## config.mk

```make
export PLATFORM = sky130hd
export DESIGN_NAME = pause_fc_resolver
export DESIGN_NICKNAME = d
export VERILOG_FILES = /design/src/rtl/pause_fc_pkg.sv /design/src/rtl/pause_fc_request_check.sv /design/src/rtl/pause_fc_negotiate.sv /design/src/rtl/pause_fc_enable_decode.sv /design/src/rtl/pause_fc_resolver.sv
export SDC_FILE = /design/constraint.sdc
export NUM_CORES = 1
export LEC_CHECK = 0
export BUFFER_PORTS_ARGS = -buffer_cell sky130_fd_sc_hd__buf_2
export CAP_MARGIN = 5
export CORE_AREA = 2 2 39 41
export CTS_BUF_LIST = sky130_fd_sc_hd__clkbuf_8
export DETAILED_ROUTE_END_ITERATION = 12
export DIE_AREA = 0 0 41 43
export GPL_TIMING_DRIVEN = 0
export PLACE_DENSITY = 0.51
export SYNTH_ARGS = -nofsm -noshare
export SYNTH_HDL_FRONTEND = slang
export SYNTH_SLANG_ARGS = --single-unit
```

## constraint.sdc

```tcl
create_clock -name clk -period 1.24 [get_ports clk]
set_input_delay 0.124 -clock clk [delete_from_list [all_inputs] [get_ports clk]]
set_output_delay 0.124 -clock clk [all_outputs]
set_load 0.05 [all_outputs]
```

## src/rtl/pause_fc_pkg.sv

```systemverilog
package pause_fc_pkg;

   typedef enum logic [1:0] {
      FC_NONE = 2'd0,
      FC_RX   = 2'd1,
      FC_TX   = 2'd2,
      FC_FULL = 2'd3
   } fc_mode_e;

   typedef struct packed {
      logic sym;
      logic asym;
   } adv_bits_t;

endpackage

```

## src/rtl/pause_fc_request_check.sv

```systemverilog
module pause_fc_request_check
   import pause_fc_pkg::*;
#(
   parameter int REQ_W = 3
) (
   input  logic [REQ_W-1:0] req_i,
   output logic             legal_o,
   output fc_mode_e         mode_o
);

   generate
      if (REQ_W < 2) begin : g_bad_width
         $error("pause_fc_request_check: REQ_W must be at least 2");
      end
      if (REQ_W > 2) begin : g_wide
         assign legal_o = ~|req_i[REQ_W-1:2];
      end else begin : g_narrow
         assign legal_o = 1'b1;
      end
   endgenerate

   assign mode_o = fc_mode_e'(req_i[1:0]);

endmodule

```

## src/rtl/pause_fc_negotiate.sv

```systemverilog
module pause_fc_negotiate
   import pause_fc_pkg::*;
#(
   parameter int REQ_W = 3
) (
   input  adv_bits_t        loc_i,
   input  adv_bits_t        lp_i,
   input  logic [REQ_W-1:0] req_i,
   input  logic             strict_i,
   input  logic             full_dup_i,
   output fc_mode_e         mode_o
);

   localparam logic [REQ_W-1:0] REQ_NONE = REQ_W'(0);
   localparam logic [REQ_W-1:0] REQ_TX   = REQ_W'(2);
   localparam logic [REQ_W-1:0] REQ_FULL = REQ_W'(3);

   logic     want_full;
   logic     want_quiet;
   logic     sym_both;
   logic     tx_only_case;
   logic     rx_only_case;
   fc_mode_e table_mode;

   assign want_full    = (req_i == REQ_FULL);
   assign want_quiet   = (req_i == REQ_NONE) || (req_i == REQ_TX) || strict_i;
   assign sym_both     = loc_i.sym & lp_i.sym;
   assign tx_only_case = ~loc_i.sym & loc_i.asym & lp_i.sym & lp_i.asym;
   assign rx_only_case = loc_i.sym & loc_i.asym & ~lp_i.sym & lp_i.asym;

   always_comb begin
      if (sym_both) begin
         table_mode = want_full ? FC_FULL : FC_RX;
      end else if (tx_only_case) begin
         table_mode = FC_TX;
      end else if (rx_only_case) begin
         table_mode = FC_RX;
      end else if (want_quiet) begin
         table_mode = FC_NONE;
      end else begin
         table_mode = FC_RX;
      end
   end

   assign mode_o = full_dup_i ? table_mode : FC_NONE;

endmodule

```

## src/rtl/pause_fc_enable_decode.sv

```systemverilog
module pause_fc_enable_decode
   import pause_fc_pkg::*;
(
   input  fc_mode_e mode_i,
   output logic     tx_en_o,
   output logic     rx_en_o
);

   always_comb begin
      unique case (mode_i)
         FC_NONE: begin tx_en_o = 1'b0; rx_en_o = 1'b0; end
         FC_RX:   begin tx_en_o = 1'b0; rx_en_o = 1'b1; end
         FC_TX:   begin tx_en_o = 1'b1; rx_en_o = 1'b0; end
         default: begin tx_en_o = 1'b1; rx_en_o = 1'b1; end
      endcase
   end

endmodule

```

## src/rtl/pause_fc_resolver.sv

```systemverilog
module pause_fc_resolver
   import pause_fc_pkg::*;
#(
   parameter int REQ_W       = 3,
   parameter bit REG_ENABLES = 1'b1
) (
   input  logic             clk,
   input  logic             rst_n,
   input  logic             resolve_i,
   input  logic             an_done_i,
   input  logic             an_fail_i,
   input  logic             full_dup_i,
   input  logic             strict_i,
   input  logic [REQ_W-1:0] req_mode_i,
   input  logic             loc_pause_i,
   input  logic             loc_asym_i,
   input  logic             lp_pause_i,
   input  logic             lp_asym_i,
   output logic [1:0]       mode_o,
   output logic             tx_fc_en_o,
   output logic             rx_fc_en_o,
   output logic             done_o,
   output logic             cfg_err_o
);

   localparam logic [REQ_W-1:0] REQ_TOP_LEGAL = REQ_W'(3);

   generate
      if (REQ_W < 2) begin : g_bad_req_w
         $error("pause_fc_resolver: REQ_W must be at least 2");
      end
   endgenerate

   adv_bits_t loc_adv;
   adv_bits_t lp_adv;
   fc_mode_e  neg_mode;
   fc_mode_e  req_mode;
   logic      req_legal;
   fc_mode_e  mode_q;
   fc_mode_e  mode_nxt;
   logic      mode_load;
   logic      err_nxt;
   logic      done_q;
   logic      err_q;

   assign loc_adv = '{sym: loc_pause_i, asym: loc_asym_i};
   assign lp_adv  = '{sym: lp_pause_i,  asym: lp_asym_i};

   pause_fc_negotiate #(.REQ_W(REQ_W)) u_negotiate (
      .loc_i      (loc_adv),
      .lp_i       (lp_adv),
      .req_i      (req_mode_i),
      .strict_i   (strict_i),
      .full_dup_i (full_dup_i),
      .mode_o     (neg_mode)
   );

   pause_fc_request_check #(.REQ_W(REQ_W)) u_req_check (
      .req_i   (req_mode_i),
      .legal_o (req_legal),
      .mode_o  (req_mode)
   );

   // Select the source of the next mode; forced link wins over negotiation.
   always_comb begin
      mode_nxt  = mode_q;
      mode_load = 1'b0;
      err_nxt   = 1'b0;
      if (an_fail_i) begin
         err_nxt = ~req_legal;
         if (req_legal) begin
            mode_nxt  = req_mode;
            mode_load = 1'b1;
         end
      end else if (an_done_i) begin
         mode_nxt  = neg_mode;
         mode_load = 1'b1;
      end
   end

   always_ff @(posedge clk) begin
      if (!rst_n) begin
         mode_q <= FC_NONE;
         done_q <= 1'b0;
         err_q  <= 1'b0;
      end else begin
         done_q <= resolve_i;
         if (resolve_i) begin
            err_q <= err_nxt;
            if (mode_load) begin
               mode_q <= mode_nxt;
            end
         end
      end
   end

   generate
      if (REG_ENABLES) begin : g_reg_en
         logic tx_d, rx_d, tx_q, rx_q;
         pause_fc_enable_decode u_dec (
            .mode_i  (mode_nxt),
            .tx_en_o (tx_d),
            .rx_en_o (rx_d)
         );
         always_ff @(posedge clk) begin
            if (!rst_n) begin
               tx_q <= 1'b0;
               rx_q <= 1'b0;
            end else if (resolve_i && mode_load) begin
               tx_q <= tx_d;
               rx_q <= rx_d;
            end
         end
         assign tx_fc_en_o = tx_q;
         assign rx_fc_en_o = rx_q;
      end else begin : g_comb_en
         pause_fc_enable_decode u_dec (
            .mode_i  (mode_q),
            .tx_en_o (tx_fc_en_o),
            .rx_en_o (rx_fc_en_o)
         );
      end
   endgenerate

   assign mode_o    = mode_q;
   assign done_o    = done_q;
   assign cfg_err_o = err_q;

   AST_TX_MATCHES_MODE: assert property (@(posedge clk) disable iff (!rst_n)
      tx_fc_en_o == (mode_o == 2'd2 || mode_o == 2'd3));
   AST_RX_MATCHES_MODE: assert property (@(posedge clk) disable iff (!rst_n)
      rx_fc_en_o == (mode_o == 2'd1 || mode_o == 2'd3));
   AST_HALF_DUPLEX_NONE: assert property (@(posedge clk) disable iff (!rst_n)
      resolve_i && !an_fail_i && an_done_i && !full_dup_i |=> mode_o == 2'd0);
   AST_FORCED_APPLIED: assert property (@(posedge clk) disable iff (!rst_n)
      resolve_i && an_fail_i && req_mode_i <= REQ_TOP_LEGAL
      |=> mode_o == $past(req_mode_i[1:0]));
   AST_BAD_REQ_HOLDS: assert property (@(posedge clk) disable iff (!rst_n)
      resolve_i && an_fail_i && req_mode_i > REQ_TOP_LEGAL
      |=> cfg_err_o && $stable(mode_o) && $stable(tx_fc_en_o) && $stable(rx_fc_en_o));
   AST_PENDING_HOLDS: assert property (@(posedge clk) disable iff (!rst_n)
      resolve_i && !an_fail_i && !an_done_i |=> $stable(mode_o) && !cfg_err_o);
   AST_DONE_FOLLOWS: assert property (@(posedge clk) disable iff (!rst_n)
      resolve_i |=> done_o);
   AST_DONE_ONLY_AFTER: assert property (@(posedge clk) disable iff (!rst_n)
      !resolve_i |=> !done_o && $stable(mode_o) && $stable(cfg_err_o));

endmodule

```

Word-level counts from Yosys, hierarchy flattened:

Cells that the tools add are included.

* mux-type cells: 15
* eq/ne operators: 4
* reductions and logical operators: 8
* bitwise operators: 9

Operators by type and width (count)
* $mux W2: 8
* $and A1 B1 Y1: 7
* $mux W1: 7
* $eq A3 B2 Y1 const B: 2
* $reduce_or A2 Y1: 2
* $logic_not A3 Y1: 1
* $eq A2 B1 Y1 const B: 1
* $eq A2 B2 Y1 const B: 1
* $logic_not A2 Y1: 1
* $logic_or A1 B1 Y1: 2
* $not A1 Y1: 2
* $reduce_and A2 Y1: 1
* $logic_and A1 B1 Y1: 1

* register bits after elaboration: 6
* logic and storage cells: 41
* output and inout port bits: 6
* bits of input ports: 14

Logic depth before layout (Yosys ltp):

Gate-level depths: netlist (run 1).

* depth in word-level cells: 13
* gate-level depth with buffers: 4
* gate-level depth less buffers: 4

Modules after synthesis:

A second synthesis (run 1) with hierarchy kept.

* cell total of the unflattened synthesis: 47
* area total of the unflattened synthesis: 359.1 um^2

Modules (own cells, without submodules)
* pause_fc_resolver: cells each 31, instances 1, seq. area each 120.1 um^2, area an instance 267.8 um^2
* pause_fc_negotiate: cells each 11, instances 1, seq. area each 0.0 um^2, area an instance 65.1 um^2
* pause_fc_request_check: cells each 3, instances 1, seq. area each 0.0 um^2, area an instance 18.8 um^2
* pause_fc_enable_decode: cells each 2, instances 1, seq. area each 0.0 um^2, area an instance 7.5 um^2

Least setup slack after synthesis (run 1):

Ideal clock, no wire load.

* kind: register to output
* start point: reg, netlist name rx_fc_en_o
* end point: out mode_o[0]
* arrival: 0.909 ns
* slack: 0.207 ns
* cell stages (with the launch flop): 2
* cells stage by stage: dfxtp_1 buf_4

RTL lines
* to (decl): RTL line pause_fc_resolver.sv:19 `output logic [1:0] mode_o,`

==> flow_summary.yaml, run 1 <==
clock_network:
  clk_pin_slew_ps: 30
  cts_resized: 0
  cts_hold_buf: 0
  clockBufferDepth: 2
  root_buffer: "clkbuf_8"
  cts_setup_buffers: 0
  clk_latency_ps: 220
  htreeDepth: 1
  cts_sinks: 5
  cts_buffers: 3
  tritoncts: "built"
yosys:
  synth_nets: 46
  postSynthCellCount: 32
  seq_area_frac_synth: 0.392
  synth_area_leaders: "dfxtp_1 39%, o21ai_0 9.8%, nor2_1 5.9%"
  ys_ff_latch: 5
  synth_cell_types: 18
  synth_area_um2: 255
  yosysWarnings: 0
  syn_avg_cell_area_um2: 7.98
  yosys.area.top_type_share: 0.392
  synth_top_area_cell: "dfxtp_1"
finish:
  fillers: 148
  multiInputGateArea_um2: 144
  seqCellArea_um2: 100
  drive_above_1_share: 0.418
  fin_area_um2: 415
  n_antenna_cell: 0
  area_growth_pct: 62.7
  nNetsFinal: 70
sta:
  slew-limit-headroom: 0.794
  finalHoldViolations: 0
  fmax_mhz: 974
  grt_setup_unrepaired: "false"
  fin_skew_ps: 0
  min_period_ps: 1030
  fin_crit_sh: 0.828
  fin_ws_ps: 213
  setup_viol: 0
  setup_tns_ps: 0
  drv_slew: 0
  max_slew.worst_pin.slew_ps: 308
placement:
  placed_area_um2: 370
  post-dp-hpwl_um: 542
  portBuffers: 19
  post-place-ws_ps: 140
  gp_congestion: 0.676
floorplan:
  dieWidth_um: 41
  fp-row-count: 14
  io_pins: 20
  core-area_mm2: 0.00138
  die_height_um: 43
  die_area_mm2: 0.00176
  start_util: 0.184
power_and_ir_drop:
  ir_worst_vdd_mv: 0.326
  power_mw: 0.580
  power.density_mw_per_mm2: 1400
  leakage_nw: 0.204
setup_path:
  cp_data_required_time_ps: 1120
  worstPathMaxFanout: 3
  cp-end-kind: "output port"
  arrival_ps: 900
  startpoint_type: "flip-flop"
  worstSetupPathType: "reg -> out"
global_route:
  grt_pass1_wl_um: 910
  grt-ovfl-total: 0
  antenna_found_initial: 0
  grt_max_degree: 8
  grt_usage: 0.0802
  grt_pass1_vias: 237
routing:
  first_pass_iters: 4
  vias: 307
  ant_nets: 0
  drc: 0
  via_per_inst: 4.32
  wl_per_cell_um: 8.96
  drt_iter0_drc: 4
  wirelength_um: 636
job:
  maxCapViolations: 0
run_status:
  status: "completed"
worst_hold_path:
  worst_hold_path_type: "in -> reg"
==> where the power goes <==
part / internal (mW) / total (mW) / switching [mW]
combinational: 0.0401 / 0.119 / 0.0787
sequential: 0.172 / 0.176 / 0.00411
clock: 0.212 / 0.285 / 0.0734
==> final timing paths <==
check             slack (ps)                       to                    start  cells after the start
setup reg to reg         580  rx_fc_en_o$_SDFFE_PN0P_  rx_fc_en_o$_SDFFE_PN0P_                      2
hold / removal           150        done_o$_SDFF_PN0_                resolve_i                      2
setup / recovery         210                mode_o[0]  rx_fc_en_o$_SDFFE_PN0P_                      2
hold reg to reg          470   cfg_err_o$_SDFFE_PN0P_   cfg_err_o$_SDFFE_PN0P_                      2
==> cells by family after synthesis <==
kind of cell	after synthesis	synth area share
AND/OR/NAND/NOR	12	0.245
buffers and inverters	2	0.0441
AO/OA/AOI/OAI	13	0.319
flip-flops	5	0.392
==> cell type report <==
class,instances,share of cell area
multi-input combinational,25,0.346
clock buffer,3,0.0994
tap,16,0.0482
clock inverter,1,0.00904
timing repair buffer,19,0.229
sequential,5,0.241
buffer,1,0.0181
inverter,1,0.00904
==> cell usage after synthesis (all sizes together) <==
| library cell | number |
|---|---|
| a21oi | 2 |
| inv | 1 |
| o21ai | 5 |
| a31oi | 2 |
| or4 | 1 |
| a21boi | 1 |
| and2 | 1 |
| and3 | 1 |
| a311oi | 1 |
| nand3 | 2 |
| nand3b | 1 |
| o311a | 1 |
| o211ai | 1 |
| nand2b | 1 |
| buf | 1 |
| dfxtp | 5 |
| nor2 | 4 |
| nand2 | 1 |
==> layer usage <==
| layer | part of all wire | vias to the layer above | track usage |
|---|---|---|---|
| met5 | 0 | - | 0 |
| met4 | 0 | 0 | 0.0600 |
| met3 | 0.14 | 0 | 0.0471 |
| met2 | 0.39 | 18 | 0.0938 |
| met1 | 0.48 | 123 | 0.103 |
| li1 | - | 166 | - |
==> sequential cells by signal, summed over array words and instances, names as in the netlist <==
register / count
tx_fc_en_o: 1
mode_o: 1
done_o: 1
cfg_err_o: 1
rx_fc_en_o: 1
==> critical path, cell delays in order, from the launching register on <==
cell	delay, ps
dfxtp_1	340
buf_4	110
buf_2	240
==> stage by stage <==
| stage | instances | hold slack, ps | utilization |
|---|---|---|---|
| 6_report | 71 | 148 | 0.300 |
| 5_1_grt | 71 | 162 | 0.300 |
| 4_1_cts | 71 | 149 | 0.300 |
| 3_5_place_dp | 67 | 379 | 0.268 |
| 3_3_place_gp | 67 | 376 | 0.268 |
| 2_1_floorplan | 32 | 246 | - |
==> cells in the final DEF, fill, tap and decap left out <==
cell,count
and2_1,1
o311a_1,1
buf_2,19
nand3b_1,1
nand3_1,2
dfxtp_1,5
or4_1,1
o211ai_1,1
nand2b_1,1
a21oi_1,2
nand2_1,1
inv_1,2
nor2_1,4
a311oi_1,1
and3_1,1
a21boi_0,1
buf_4,1
a31oi_1,2
o21ai_0,5
clkbuf_8,3
(Power assumes the default switching activity.)
==> run 2, diff against run 1 <==
clock period = 1 ns   (was 1.24 ns; I/O delays follow)
==> flow_summary.yaml, run 2 (synthesis gave the netlist of run 1 again) <==
run_status:
  status: "completed"
sta:
  max_slew.worst_pin.slew_ps: 309
  drv_slew: 0
  fmax_mhz: 1050
  grt_setup_unrepaired: "false"
  fin_ws_ps: 45.3
  fin_skew_ps: 0
  fin_crit_sh: 0.955
  fin_hold_ws_ps: 119
  setup_viol: 0
  setup_tns_ps: 0
  min_period_ps: 955
  slew-limit-headroom: 0.794
  finalHoldViolations: 0
global_route:
  grt_max_degree: 8
  grt_usage: 0.0921
  grt_pass1_wl_um: 1040
  grt_pass1_vias: 276
  antenna_found_initial: 0
  grt-ovfl-total: 0
setup_path:
  worstPathMaxFanout: 3
  cp-end-kind: "output port"
  cp_data_required_time_ps: 900
  rrSetupSlack_ps: 340
  crit_chain: "buf_4, clkbuf_4"
  r2r_cells: 2
  rr_startpoint: "rx_fc_en_o$_SDFFE_PN0P_"
  rr_endpoint: "rx_fc_en_o$_SDFFE_PN0P_"
  cp_slowest_cell: "dfxtp_2"
  max_stage_delay_ps: 310
  worstSetupPathType: "reg -> out"
  arrival_ps: 850
  startpoint_type: "flip-flop"
floorplan:
  fp-row-count: 14
  die_area_mm2: 0.00176
  core-area_mm2: 0.00138
  dieWidth_um: 41
  die_height_um: 43
  start_util: 0.184
  io_pins: 20
worst_hold_path:
  hold_path_startpoint: "resolve_i"
  whs_endpoint: "done_o$_SDFF_PN0_"
  holdPathStages: 2
  worst_hold_path_type: "in -> reg"
finish:
  post-route-util: 0.303
  fin_area_um2: 419
  n_antenna_cell: 0
  layout.cells.most_common_list: "18 x buf_2, 5 x o21ai_0, 4 x nor2_1, 4 x dfxtp_1, 3 x clkbuf_8"
  fillers: 163
  drive_above_1_share: 0.436
  area_growth_pct: 64.2
  finalNonFillerCells: 71
  seqCellArea_um2: 101
  multiInputGateArea_um2: 144
  nNetsFinal: 70
  final_common_cell: "buf_2"
clock_network:
  cts_hold_buf: 0
  cts_sinks: 5
  clk_pin_slew_ps: 40
  htreeDepth: 1
  clk_latency_ps: 230
  tritoncts: "built"
  root_buffer: "clkbuf_8"
  clockBufferDepth: 2
  cts_buffers: 3
placement:
  placed_area_um2: 372
  post-place-ws_ps: -54.1
  post-dp-hpwl_um: 567
  gp_congestion: 0.719
  portBuffers: 19
  placed_cells: 67
power_and_ir_drop:
  leakage_nw: 0.204
  power.density_mw_per_mm2: 1770
  power_mw: 0.740
  ir_worst_vdd_mv: 0.419
routing:
  wirelength_um: 698
  via_per_inst: 4.30
  first_pass_iters: 4
  drc: 0
  vias: 305
  wl_per_cell_um: 9.83
  ant_nets: 0
  drt_iter0_drc: 5
job:
  maxCapViolations: 0
==> run 2: cell count changes in the layout (fill, tap and decap cells not counted), sizes merged <==
| cell | change |
|---|---|
| clkbuf | +1 |
| buf | -1 |
==> run 2: layout make-up <==
type | instances | area share
timing repair buffer | 19 | 0.233
inverter | 1 | 0.00896
clock buffer | 3 | 0.0985
buffer | 1 | 0.0179
tap | 16 | 0.0478
sequential | 5 | 0.242
clock inverter | 1 | 0.00896
multi-input combinational | 25 | 0.343
==> run 2: power breakdown <==
part / total, mW / switching, mW / internal, mW
Clock: 0.373 / 0.109 / 0.264
Combinational: 0.148 / 0.0970 / 0.0511
Sequential: 0.219 / 0.00507 / 0.214
Total: 0.740 / 0.212 / 0.529
==> run 2: critical path, delay by kind of cell, from the launching register on <==
| kind | cells | cell delay (ps) |
|---|---|---|
| buffers and inverters | 2 | 320 |
| DFF | 1 | 310 |
==> run 2: worst max-delay path by stage <==
stage                            startpoint                 endpoint  slack [ps]  cells after the start
finish              rx_fc_en_o$_SDFFE_PN0P_                mode_o[0]          50                      2
global route        rx_fc_en_o$_SDFFE_PN0P_                mode_o[0]          10                      2
CTS                 rx_fc_en_o$_SDFFE_PN0P_                mode_o[0]           8                      2
detailed placement                an_fail_i  tx_fc_en_o$_SDFFE_PN0P_         -50                      4
global placement                  an_fail_i   mode_o[1]$_SDFFE_PN0P_         -60                      4
floorplan            cfg_err_o$_SDFFE_PN0P_   cfg_err_o$_SDFFE_PN0P_          90                      2
==> run 2: timing repair <==
| action | in CTS | in global routing |
|---|---|---|
| endpoints found under the setup margin | 0 | 1 |
| resized for setup | 0 | 1 |
| setup buffers | 0 | 0 |
| hold endpoints to repair | 0 | 0 |
==> run 2: metal layers <==
layer | vias to the layer above | global-route usage | share of wire
li1 | 167 | - | -
met1 | 124 | 0.0924 | 0.45
met2 | 14 | 0.128 | 0.46
met3 | 0 | 0.0366 | 0.095
met4 | 0 | 0.100 | 0
met5 | - | 0 | 0
